===== src/rtl/edge_irq_pkg.sv =====
package edge_irq_pkg;
  localparam int unsigned ADDR_W  = 3;
  localparam int unsigned SOLO_LO = 5;  // lines with their own output below this
  localparam int unsigned GRP_A_N = 5;  // first merged group size
  localparam int unsigned GRP_B_N = 6;  // second merged group size

  typedef enum logic [ADDR_W-1:0] {
    RI_IMASK  = 3'd0,
    RI_EMASK  = 3'd1,
    RI_RISE   = 3'd2,
    RI_FALL   = 3'd3,
    RI_SWTRIG = 3'd4,
    RI_PEND   = 3'd5
  } reg_idx_e;

  // output index served by a given line
  function automatic int unsigned out_of_line(input int unsigned ln);
    if (ln < SOLO_LO) return ln;
    if (ln < SOLO_LO + GRP_A_N) return SOLO_LO;
    if (ln < SOLO_LO + GRP_A_N + GRP_B_N) return SOLO_LO + 1;
    return ln - (GRP_A_N + GRP_B_N) + 2;
  endfunction

  function automatic int unsigned out_count(input int unsigned n_lines);
    return out_of_line(n_lines - 1) + 1;
  endfunction
endpackage


===== src/rtl/edge_sync.sv =====
module edge_sync #(
  parameter int unsigned N = 23
) (
  input  logic         clk,
  input  logic         rst_n,
  input  logic [N-1:0] din,
  output logic [N-1:0] rise_o,
  output logic [N-1:0] fall_o
);
  for (genvar g = 0; g < N; g++) begin : g_line
    logic meta_q, sync_q, hist_q;
    always_ff @(posedge clk or negedge rst_n) begin
      if (!rst_n) begin
        meta_q <= 1'b0;
        sync_q <= 1'b0;
        hist_q <= 1'b0;
      end else begin
        meta_q <= din[g];
        sync_q <= meta_q;
        hist_q <= sync_q;
      end
    end
    assign rise_o[g] = sync_q & ~hist_q;
    assign fall_o[g] = ~sync_q & hist_q;
  end
endmodule


===== src/rtl/edge_irq_regs.sv =====
module edge_irq_regs
  import edge_irq_pkg::*;
#(
  parameter int unsigned N  = 23,
  parameter int unsigned DW = 32
) (
  input  logic              clk,
  input  logic              rst_n,
  input  logic              we,
  input  logic [ADDR_W-1:0] addr,
  input  logic [DW-1:0]     wdata,
  output logic [DW-1:0]     rdata,
  input  logic [N-1:0]      rise_ev,
  input  logic [N-1:0]      fall_ev,
  output logic [N-1:0]      imask_o,
  output logic [N-1:0]      pend_o,
  output logic [N-1:0]      evt_o
);
  localparam int unsigned PAD = DW - N;

  logic [N-1:0] imask_q, emask_q, rise_q, fall_q, sw_q, pend_q, evt_q;
  logic [N-1:0] hw_trig, sw_set, clr, trig;
  logic [N-1:0] wd;
  logic         wdata_unused;

  assign wd           = wdata[N-1:0];
  assign wdata_unused = ^wdata[DW-1:N];

  assign hw_trig = (rise_ev & rise_q) | (fall_ev & fall_q);
  assign sw_set  = (we && addr == RI_SWTRIG) ? wd : '0;
  assign clr     = (we && addr == RI_PEND)   ? wd : '0;
  assign trig    = hw_trig | sw_set;

  always_ff @(posedge clk or negedge rst_n) begin
    if (!rst_n) begin
      imask_q <= '0;
      emask_q <= '0;
      rise_q  <= '0;
      fall_q  <= '0;
    end else if (we) begin
      case (addr)
        RI_IMASK: imask_q <= wd;
        RI_EMASK: emask_q <= wd;
        RI_RISE:  rise_q  <= wd;
        RI_FALL:  fall_q  <= wd;
        default:  ;
      endcase
    end
  end

  // set has priority over write-1 clear
  always_ff @(posedge clk or negedge rst_n) begin
    if (!rst_n) begin
      pend_q <= '0;
      sw_q   <= '0;
      evt_q  <= '0;
    end else begin
      pend_q <= (pend_q & ~clr) | trig;
      sw_q   <= (sw_q & ~clr) | sw_set;
      evt_q  <= trig & emask_q;
    end
  end

  always_comb begin
    rdata = '0;
    case (addr)
      RI_IMASK:  rdata = {{PAD{1'b0}}, imask_q};
      RI_EMASK:  rdata = {{PAD{1'b0}}, emask_q};
      RI_RISE:   rdata = {{PAD{1'b0}}, rise_q};
      RI_FALL:   rdata = {{PAD{1'b0}}, fall_q};
      RI_SWTRIG: rdata = {{PAD{1'b0}}, sw_q};
      RI_PEND:   rdata = {{PAD{1'b0}}, pend_q};
      default:   rdata = '0;
    endcase
  end

  assign imask_o = imask_q;
  assign pend_o  = pend_q;
  assign evt_o   = evt_q;

  // a selected transition leaves its pending bit set on the next edge
  p_sel_edge_sets_r3: assert property (@(posedge clk) disable iff (!rst_n)
    (hw_trig != '0) |=> ((pend_q & $past(hw_trig)) == $past(hw_trig)));

  // bits not written with 1 are never cleared
  p_w0_keeps_r4: assert property (@(posedge clk) disable iff (!rst_n)
    1'b1 |=> ((($past(pend_q) & ~$past(clr)) & ~pend_q) == '0));

  // coincident transition and clear leave the bit set
  p_set_wins_r6: assert property (@(posedge clk) disable iff (!rst_n)
    ((hw_trig & clr) != '0) |=> ((pend_q & $past(hw_trig & clr)) == $past(hw_trig & clr)));

  // a trigger bit never outlives its pending bit
  p_sw_implies_pend_r7: assert property (@(posedge clk) disable iff (!rst_n)
    ((sw_q & ~pend_q) == '0));

  // an event pulse needs the event enable of the previous cycle
  p_evt_enabled_r8: assert property (@(posedge clk) disable iff (!rst_n)
    1'b1 |=> ((evt_q & ~$past(emask_q)) == '0));
endmodule


===== src/rtl/edge_irq_route.sv =====
module edge_irq_route
  import edge_irq_pkg::*;
#(
  parameter int unsigned N = 23,
  parameter int unsigned M = 14
) (
  input  logic         clk,
  input  logic         rst_n,
  input  logic [N-1:0] pend,
  input  logic [N-1:0] imask,
  output logic [M-1:0] irq
);
  logic [N-1:0] live;
  assign live = pend & imask;

  always_comb begin
    irq = '0;
    for (int i = 0; i < N; i++) begin
      irq[out_of_line(i)] = irq[out_of_line(i)] | live[i];
    end
  end

  // no unmasked pending line means every output is low
  p_irq_level_r5: assert property (@(posedge clk) disable iff (!rst_n)
    (live == '0) |-> (irq == '0));

  // the number of active outputs never exceeds the number of live lines
  p_irq_count_r9: assert property (@(posedge clk) disable iff (!rst_n)
    ($countones(irq) <= $countones(live)));
endmodule


===== src/rtl/edge_irq_ctrl.sv =====
module edge_irq_ctrl
  import edge_irq_pkg::*;
#(
  parameter int unsigned NUM_LINES = 23,
  parameter int unsigned DATA_W    = 32,
  localparam int unsigned NUM_OUT  = out_count(NUM_LINES)
) (
  input  logic                 clk,
  input  logic                 rst_n,
  input  logic [NUM_LINES-1:0] ext_in,
  input  logic                 reg_we,
  input  logic [ADDR_W-1:0]    reg_addr,
  input  logic [DATA_W-1:0]    reg_wdata,
  output logic [DATA_W-1:0]    reg_rdata,
  output logic [NUM_OUT-1:0]   irq_out,
  output logic [NUM_LINES-1:0] evt_out
);
  logic [NUM_LINES-1:0] rise_ev, fall_ev, imask, pend;

  edge_sync #(.N(NUM_LINES)) u_sync (
    .clk    (clk),
    .rst_n  (rst_n),
    .din    (ext_in),
    .rise_o (rise_ev),
    .fall_o (fall_ev)
  );

  edge_irq_regs #(.N(NUM_LINES), .DW(DATA_W)) u_regs (
    .clk     (clk),
    .rst_n   (rst_n),
    .we      (reg_we),
    .addr    (reg_addr),
    .wdata   (reg_wdata),
    .rdata   (reg_rdata),
    .rise_ev (rise_ev),
    .fall_ev (fall_ev),
    .imask_o (imask),
    .pend_o  (pend),
    .evt_o   (evt_out)
  );

  edge_irq_route #(.N(NUM_LINES), .M(NUM_OUT)) u_route (
    .clk   (clk),
    .rst_n (rst_n),
    .pend  (pend),
    .imask (imask),
    .irq   (irq_out)
  );

  // reserved read bits stay zero
  p_reserved_zero_r1: assert property (@(posedge clk) disable iff (!rst_n)
    (reg_rdata[DATA_W-1:NUM_LINES] == '0));
endmodule


===== config.mk =====
export PLATFORM = sky130hd
export DESIGN_NAME = edge_irq_ctrl
export DESIGN_NICKNAME = d
export VERILOG_FILES = /design/src/rtl/edge_irq_pkg.sv /design/src/rtl/edge_sync.sv /design/src/rtl/edge_irq_regs.sv /design/src/rtl/edge_irq_route.sv /design/src/rtl/edge_irq_ctrl.sv
export SDC_FILE = /design/constraint.sdc
export NUM_CORES = 1
export LEC_CHECK = 0
export BUFFER_PORTS_ARGS = -buffer_cell sky130_fd_sc_hd__buf_2
export CAP_MARGIN = 10
export CORE_ASPECT_RATIO = 0.9
export CORE_MARGIN = 4
export CORE_UTILIZATION = 30
export CTS_BUF_LIST = sky130_fd_sc_hd__clkbuf_2
export CTS_CLUSTER_DIAMETER = 150
export CTS_CLUSTER_SIZE = 28
export DETAILED_ROUTE_END_ITERATION = 16
export HOLD_SLACK_MARGIN = 0.12
export PLACE_DENSITY_LB_ADDON = 0.1
export REMOVE_ABC_BUFFERS = 1
export SLEW_MARGIN = 20
export SYNTH_ARGS = -nofsm -noshare
export SYNTH_HDL_FRONTEND = slang
export SYNTH_HIERARCHICAL = 1
export SYNTH_SLANG_ARGS = --single-unit

===== constraint.sdc =====
create_clock -name clk -period 1.56 [get_ports clk]
set_input_delay 0.156 -clock clk [delete_from_list [all_inputs] [get_ports clk]]
set_output_delay 0.156 -clock clk [all_outputs]
set_load 0.02 [all_outputs]

* Yosys cells after proc, flatten, opt, wreduce, memory -nomap -nowiden
Cells that the tools add are included.
** Storage, ports and cells
- Flip-flop bits (word level) :: 230
- Output and inout port bits :: 69
** Cells by class
- Equal/unequal tests :: 5
- Mux-type cells :: 3
- Bitwise gates (word level) :: 112
- Reductions and logical operators :: 7
** Operator list (count)
- bitwise AND 23 bit :: 6
- case mux 23 bit (6 select lines) :: 1
- OR 23 bit :: 4
- bitwise AND 1 bit :: 46
- two-way mux 23 bit :: 2
- inverter 1 bit :: 46
- inverter 23 bit :: 1
- OR 1 bit :: 9
- AND reduction 2 bit :: 4
- == test 3 x 2 -> 1 bit, second input constant :: 2
- == test 3 bit, second input constant :: 2
- == test 3 x 1 -> 1 bit, second input constant :: 1
- zero test 3 bit :: 1
- logical AND 1 bit :: 2

* Longest topological paths before layout
Gate-level depths: netlist of run 1.
- Depth in word-level cells :: 6
- Mapped depth :: 6
- Gate-level depth less buffers :: 3

* Modules after synthesis
The synthesis of run 1 kept the hierarchy.
** By module, submodules not included
- edge_irq_regs :: instances 1, cells an instance 566, area an instance 7449.6 µm²
- edge_sync :: instances 1, cells an instance 115, area an instance 2129.5 µm²
- edge_irq_route :: instances 1, cells an instance 19, area an instance 123.9 µm²

* Worst setup path before layout of run 1
No wires, ideal clock.
- Path kind :: input to output
- Start :: input port reg_addr[0]
- End :: output port reg_rdata[11]
- Arrival time :: 1.343 ns
- Path slack :: 0.061 ns
- Stages :: 6
- Path buffers :: 3
- Cells stage by stage :: buf_4 > buf_2 > buf_2 > nor3b_1 > a21oi_1 > o21ai_0
** On the way
- Cells in the longest elaborated chain, start to end :: 2
- Elaborated cells between the ends (all ways) :: 7
- Those cells by class :: eq/ne: 5; mux: 1; reduce/logical: 1
** Ends and longest elaborated chain
- from (decl) :: line edge_irq_ctrl.sv:12 : input logic [ADDR_W-1:0] reg_addr,
- == test 3 bit, or another cell as far along :: line edge_irq_regs.sv:66 : case (addr)
- case mux 23 bit (6 select lines) (*) :: line edge_irq_regs.sv:66
- to (decl) :: line edge_irq_ctrl.sv:14 : output logic [DATA_W-1:0] reg_rdata,
Mark *: on every way between the ends. The rest lies on a longest branch, timed or not.

* Worst setup path in the final report of run 1
- Start :: register u_regs.sw_q[9]
- End :: output port reg_rdata[9]
** On the way
- Cells in the longest elaborated chain, start to end :: 1
** Ends and longest elaborated chain
- from (decl) :: line edge_irq_regs.sv:21 : logic [N-1:0] imask_q, emask_q, rise_q, fall_q, sw_q, pend_q, evt_q;
- from (signal assigned) :: line edge_irq_regs.sv:59 : sw_q <= (sw_q & ~clr) | sw_set;
- case mux 23 bit (6 select lines) :: line edge_irq_regs.sv:66
No other way between the ends.

==> flow_metrics.py, run 1 <==
metrics = {
    "routing": {
        "viasPerCell": 4.80,
        "ant_nets": 0,
        "drt_iter0_drc": 375,
        "drc_errors": 0,
        "wl_per_cell_um": 18.6,
        "wl_mm": 26.9,
        "drt_pass1_iterations": 5,
        "vias": 6940,
    },
    "timing": {
        "rsz0062_at_grt": "yes",
        "fin_crit_ns": 2.26,
        "tightest_slew_ns": 0.512,
        "slew_headroom_pct": 65.9,
        "setup-violations-final": 62,
        "worst_slack_ns": -0.704,
        "final_hold_viol_count": 0,
        "clock_skew_ns": 0.120,
        "fin_tns_setup_ns": -20.00,
        "slew_violations": 0,
        "fmax_ghz": 0.442,
        "period_share_pct": 145,
    },
    "global_routing": {
        "grtUsageTotal_pct": 15.2,
        "grt_max_degree": 57,
        "globalRouteOverflowTotal": 0,
        "antenna_found_initial": 2,
        "grt_pass1_wl_mm": 42.8,
        "grt_pass1_vias": 7384,
    },
    "logic_synthesis": {
        "synth-seq-area-share_pct": 59.3,
        "netlist_area_um2": 9700,
        "yosysUniqueCellTypes": 43,
        "ys.warnings.count": 6,
        "synthCells": 700,
        "ys_ff_latch": 230,
        "avgSynthCellArea_um2": 13.9,
    },
    "final_layout": {
        "area_growth_pct": 39.9,
        "drive_gt1_share_pct": 44.4,
        "nFillCells": 3003,
        "utilization_pct": 42.6,
        "stdcell_area_um2": 13600,
        "nNetsFinal": 1089,
        "final_cell_count_no_fill": 1445,
    },
    "power": {
        "p_leak_uw": 0.00612,
        "ir_drop_mv": 0.390,
        "power_density_nw_per_um2": 1010,
    },
    "worst_setup_path": {
        "worst_r2r_endpoint": "u_regs/pend_o[18]",
        "cp-start-kind": "register",
        "critical_path.cell_chain": "mux2_4 -> a221oi_2 -> a31oi_1 -> buf_4",
        "ff2ff_path_depth": 3,
        "cp.required_ns": 1.40,
        "cp-end-kind": "primary output",
        "worstReg2RegStart": "u_sync/g_line[18].sync_q",
        "cpMaxStageDelayCell": "dfrtp_1",
        "regToRegSetupSlack_ns": 0.08,
        "crit_fanout": 2,
        "max_stage_delay_ns": 0.49,
        "timing_worst_setup_path_type": "reg -> out",
        "worstPathArrival_ns": 2.11,
    },
    "hold_path": {
        "hold_path_startpoint": "reg_wdata[22]",
        "hold_class": "in -> reg",
        "min_to": "u_regs/pend_o[22]",
        "holdPathStages": 4,
    },
    "clocking": {
        "cts_root_buf": "clkbuf_2",
        "clock_latency_ns": 0.88,
        "cts.clk_slew.worst_paths_ns": 0.50,
        "clock_path_buffers": 3,
        "clock-sinks": 230,
        "htreeDepth": 1,
        "numCtsBuffers": 12,
        "tritoncts": "built",
    },
    "place": {
        "port_buffers": 111,
        "dpl_cell_area_um2": 11400,
        "hpwlAfterDp_mm": 17.6,
        "routabilityCongestion": 0.792,
        "dp.cells": 1265,
    },
    "floorplanning": {
        "die_y_um": 179,
        "core-area_um2": 31900,
        "rows": 62,
        "io_pins": 130,
        "dieArea_um2": 35300,
        "start_util_pct": 30.4,
        "die_x_um": 198,
    },
    "outcome": {
        "status": "finished with violations",
        "violations": "negative setup slack",
    },
    "flow_run": {
        "cap_violations": 0,
    },
}
==> timing repair <==
action | in CTS | in global routing
resized for setup | 147 | 31
hold endpoints to repair | 414 | 4
pin swaps | 20 | 12
setup buffers | 38 | 8
hold buffers | 120 | 2
endpoints found under the setup margin | 60 | 132
==> layer usage <==
layer	wire length (µm)	part of all wire (%)	track usage [%]
met5	13	0.048	0
met4	410	1.5	2.50
met3	1150	4.3	2.29
met2	12200	46	24.0
met1	13100	49	22.6
==> critical path: cells and delay by family, from the launching register on <==
family	cells	cell delay (ns)
multiplexers	1	0.27
flip-flops	1	0.49
buffers and inverters	1	0.18
AO/OA/AOI/OAI	2	0.33
==> power breakdown <==
group	leakage, µW	switching [µW]	internal, µW
sequential	0.00271	605	6870
clock	0.0000654	1830	258
combinational	0.00335	1650	2440
==> per-stage QoR <==
step	worst slack (ns)	power, µW	hold WS [ns]
floorplan	-1.29	9140	-0.140
global placement	-0.132	10400	0.0993
detailed placement	-0.133	10500	0.0980
CTS	-0.834	13800	0.122
global route	-0.920	14500	0.134
finish	-0.704	13700	0.207
==> cells in the final DEF (no fill, tap or decap), types with 5 or more instances in the layout <==
cell type        n
o21ai_1          7
and2b_2         46
a221oi_2         5
conb_1           9
buf_6           62
nand2_1         37
and2_4          12
mux2_2          98
dfrtp_1        230
a31oi_1          5
clkbuf_2        13
buf_12          21
nor2b_1         24
a221o_1          5
a21oi_1          5
o32a_1           6
buf_4           94
dlygate4sd3_1  117
buf_2           53
o21ai_2          5
a21bo_2         19
a22o_1          23
a222oi_1        24
mux2i_1         38
nand3b_1         5
nor2_1           5
mux2_4           6
==> Yosys cell counts <==
cell type	instances	area share [%]
nor4bb_2	1	0.17
o21ai_0	16	0.83
nor2b_1	24	1.5
a21bo_1	4	0.41
inv_2	1	0.039
o32a_1	6	0.62
and3_1	1	0.065
buf_1	1	0.039
a31oi_1	5	0.32
mux2_2	104	12
nand3_1	4	0.21
nor3b_1	2	0.15
nor2_1	5	0.19
mux2i_1	38	3.9
and3b_1	3	0.27
mux2_1	2	0.23
a21o_1	3	0.23
clkbuf_1	5	0.19
nand2b_1	3	0.19
nor3_4	1	0.17
dfrtp_1	230	59
a22o_1	23	2.1
nand2_1	37	1.4
a222oi_1	24	2.5
and4b_1	1	0.10
a21oi_1	9	0.46
a21bo_2	19	2.0
and2b_2	46	4.2
a22oi_1	4	0.31
a211oi_1	3	0.23
buf_2	17	0.88
and2_1	12	0.77
a221o_1	5	0.52
a211o_1	2	0.18
nor2_4	1	0.12
buf_6	3	0.35
nand4b_1	1	0.090
conb_1	1	0.039
nand3b_1	5	0.39
nor3_2	1	0.10
buf_4	20	1.5
a221oi_1	5	0.45
o221ai_1	2	0.18
==> sequential cells by signal (all words and copies together), names as in the netlist <==
register and cells:
u_regs/sw_q 23, u_regs/rise_q 23, u_regs/emask_q 23, u_regs/evt_o 23
u_regs/pend_o 23, u_regs/fall_q 23, u_sync/g_line.meta_q 23, u_sync/g_line.hist_q 23
u_regs/imask_o 23, u_sync/g_line.sync_q 23
==> logic make-up (layout without fill, tap and decap cells) <==
family	count (synthesis)	in the layout	share of synthesized area [%]
other	1	10	0.0386
DFF	230	230	59.3
and+or+nand+nor	148	148	10.1
AOI/OAI and AO/OA	130	130	11.3
buffers and inverters	47	367	3.04
muxes	144	144	16.2
==> final cells by class <==
cell class / count / area, µm² / area share (%)
clock inverter: 1 / 30.0 / 0.221
multi-input combinational: 431 / 3860 / 28.4
antenna: 1 / 2.50 / 0.0184
clock buffer: 13 / 65.1 / 0.479
timing repair buffer: 352 / 3340 / 24.6
sequential: 230 / 5760 / 42.4
tap: 416 / 520 / 3.84
inverter: 1 / 3.75 / 0.0277
==> worst max path at each step <==
stage / from / depth (start not counted) / to
floorplan: reg_addr[1] / 3 / u_regs/pend_o[0]
global placement: reg_addr[2] / 6 / reg_rdata[13]
detailed placement: reg_addr[2] / 6 / u_regs/evt_o[6]
CTS: u_regs/imask_o[6] / 4 / reg_rdata[6]
global route: u_regs/imask_o[6] / 4 / reg_rdata[6]
finish: u_regs/sw_q[9] / 4 / reg_rdata[9]
(Power assumes the default switching activity.)
==> run 2, diff against run 1 <==
--- a/config.mk
+++ b/config.mk
@@ -9,11 +9,12 @@
 export CAP_MARGIN = 10
 export CORE_ASPECT_RATIO = 0.9
 export CORE_MARGIN = 4
-export CORE_UTILIZATION = 30
+export CORE_UTILIZATION = 40
 export CTS_BUF_LIST = sky130_fd_sc_hd__clkbuf_2
 export CTS_CLUSTER_DIAMETER = 150
 export CTS_CLUSTER_SIZE = 28
 export DETAILED_ROUTE_END_ITERATION = 16
+export GPL_TIMING_DRIVEN = 1
 export HOLD_SLACK_MARGIN = 0.12
 export PLACE_DENSITY_LB_ADDON = 0.1
 export REMOVE_ABC_BUFFERS = 1
==> run 2 against run 1 <==
  * The flow still finishes with violations (negative setup slack)
  * Critical path depth is the same
  * Hold slack lost 0.029 ns
  * Register-to-register slack lost 0.03 ns
  * Count of clock-buffer cells in the layout is the same
  * Flip-flop and latch count is the same
  * Via count grew 2.2%
  * Wire length shrank 2.9%
  * Die area shrank 24%
  * Critical path type unchanged
  * Critical endpoint unchanged
  * Largest cell class unchanged
==> flow_metrics.py, run 2 (synthesis gave the netlist of run 1 again) <==
metrics = {
    "worst_setup_path": {
        "crit_buf_inv": 1,
        "crit_family": "flip-flops",
        "cp-start-kind": "register",
        "path_depth": 4,
        "worstPathArrival_ns": 2.13,
        "max_stage_delay_ns": 0.48,
        "cpMaxStageDelayCell": "dfrtp_1",
        "ff2ff_path_depth": 4,
        "cp.required_ns": 1.40,
        "crit_fanout": 2,
        "cp-end-kind": "primary output",
        "regToRegSetupSlack_ns": 0.05,
        "worstReg2RegStart": "u_regs/sw_q[19]",
        "timing_worst_setup_path_type": "reg -> out",
        "critical_path.cell_chain": "mux2_2 -> a221oi_2 -> a31oi_1 -> buf_4",
        "worst_r2r_endpoint": "u_regs/sw_q[19]",
    },
    "hold_path": {
        "min_to": "u_regs/pend_o[10]",
        "holdPathStages": 4,
        "hold_path_startpoint": "reg_wdata[10]",
        "hold_class": "in -> reg",
    },
    "routing": {
        "drt_pass1_iterations": 5,
        "routed.top_layer": "met4",
        "m1WireLength_mm": 12.2,
        "ant_nets": 0,
        "viasPerCell": 5.24,
        "drc_errors": 0,
        "wl_per_cell_um": 19.3,
        "wl_met3_um": 865,
        "dr_wl_met2_mm": 12.6,
        "vias": 7090,
        "wl_mm": 26.1,
        "drt_iter0_drc": 438,
    },
    "final_layout": {
        "nFillCells": 1990,
        "area_growth_pct": 39.1,
        "utilization_pct": 57.2,
        "final_cell_mix": "dfrtp_1, dlygate4sd3_1, buf_4",
        "final_cell_count_no_fill": 1353,
        "nNetsFinal": 1110,
        "final_common_cell": "dfrtp_1",
        "drive_gt1_share_pct": 43.5,
    },
    "power": {
        "swShare_pct": 29.7,
        "power_density_nw_per_um2": 1020,
        "switchingPower_uw": 4090,
        "ir_drop_mv": 0.815,
        "p_leak_uw": 0.00618,
        "p_int_uw": 9660,
        "pwr-share-clk_pct": 15.0,
        "seq_power_share_pct": 54.4,
        "power_frac_comb_pct": 30.6,
    },
    "timing": {
        "rsz0062_at_grt": "yes",
        "slew_violations": 0,
        "fin_tns_setup_ns": -19.61,
        "final_hold_viol_count": 0,
        "fmax_ghz": 0.438,
        "worst_slack_ns": -0.725,
        "fin_crit_ns": 2.29,
        "period_share_pct": 146,
        "slew_headroom_pct": 63.9,
        "clock_skew_ns": 0.106,
        "finalHoldWorstSlack_ns": 0.178,
        "setup-violations-final": 64,
        "tightest_slew_ns": 0.542,
    },
    "clocking": {
        "clock_path_buffers": 3,
        "clock-sinks": 230,
        "cts_root_buf": "clkbuf_2",
        "htreeDepth": 1,
        "clock_latency_ns": 0.84,
        "numCtsBuffers": 12,
        "cts.clk_slew.worst_paths_ns": 0.50,
        "tritoncts": "built",
    },
    "outcome": {
        "violations": "negative setup slack",
        "status": "finished with violations",
    },
    "flow_run": {
        "cap_violations": 0,
    },
    "global_routing": {
        "globalRouteOverflowTotal": 0,
        "grtUsageTotal_pct": 19.3,
        "grt_max_degree": 62,
        "grt_pass1_vias": 7556,
        "antenna_found_initial": 2,
        "grt_pass1_wl_mm": 41.1,
    },
    "place": {
        "port_buffers": 111,
        "place_ws_ns": -0.136,
        "dp.cells": 1146,
        "routabilityCongestion": 0.797,
        "hpwlAfterDp_mm": 15.7,
    },
    "floorplanning": {
        "start_util_pct": 41.1,
        "rows": 53,
        "dieArea_um2": 26800,
        "io_pins": 130,
        "die_y_um": 156,
        "core-area_um2": 23600,
        "die_x_um": 172,
    },
}
==> run 2: cell types whose count changed in the layout (fill, tap and decap cells not counted), sizes merged <==
| cell | before | now |
|---|---|---|
| diode | 1 | 2 |
| dlymetal6s4s | 2 | 1 |
| buf | 232 | 233 |
| dlygate4sd3 | 117 | 138 |
==> run 2: repair_timing <==
action | 4_1_cts | 5_1_grt
hold endpoints to repair | 414 | 13
setup endpoints to repair | 60 | 94
setup buffers | 34 | 21
hold buffers | 136 | 7
gates resized for setup | 142 | 30
pin swaps | 20 | 10
==> run 2: tightest hold or removal path, stage by stage <==
cell and delay [ns]:
dlygate4sd3_1 0.55, buf_2 0.14, nand2_1 0.08, a21bo_2 0.13
==> run 2: cell type report <==
cell class	count	area [µm²]	area share [%]
Sequential cell	230	5760	42.6
Multi-Input combinational cell	431	3840	28.5
Timing Repair Buffer	373	3420	25.3
Tap cell	302	378	2.80
Clock buffer	13	65.1	0.482
Clock inverter	1	30.0	0.222
Antenna cell	2	5.00	0.0371
Inverter	1	3.75	0.0278
==> run 2: stage by stage <==
stage                     cell area (µm²)  total power, µW
after global placement              11100            10300
after global routing                13500            14500
after floorplan                      9440             9140
after detailed placement            11100            10400
after CTS                           13200            13700
final                               13500            13800
==> run 2: power groups by stage <==
stage               Combinational (µW)  Clock [µW]  Sequential [µW]
CTS                               4000        2190             7470
detailed placement                2860           0             7560
finish                            4200        2070             7480
floorplan                         1700           0             7440
global route                      4520        2400             7600
global placement                  2790           0             7510
==> run 2: per-layer routing <==
layer / up-vias / GRT usage (%)
li1: 3230 / -
met3: 26 / 2.41
met2: 153 / 32.4
met4: 0 / 3.37
met1: 3681 / 27.4
met5: - / 0
==> run 2: worst max path at each step <==
stage | endpoint | slack (ns) | from
4_1_cts | reg_rdata[9] | -0.74 | u_regs/imask_o[9]
3_3_place_gp | reg_rdata[9] | -0.09 | reg_addr[2]
3_5_place_dp | u_regs/rise_q[12] | -0.14 | reg_addr[2]
2_1_floorplan | u_regs/pend_o[0] | -1.29 | reg_addr[1]
6_report | reg_rdata[9] | -0.73 | u_regs/imask_o[9]
5_1_grt | reg_rdata[9] | -0.88 | u_regs/imask_o[9]
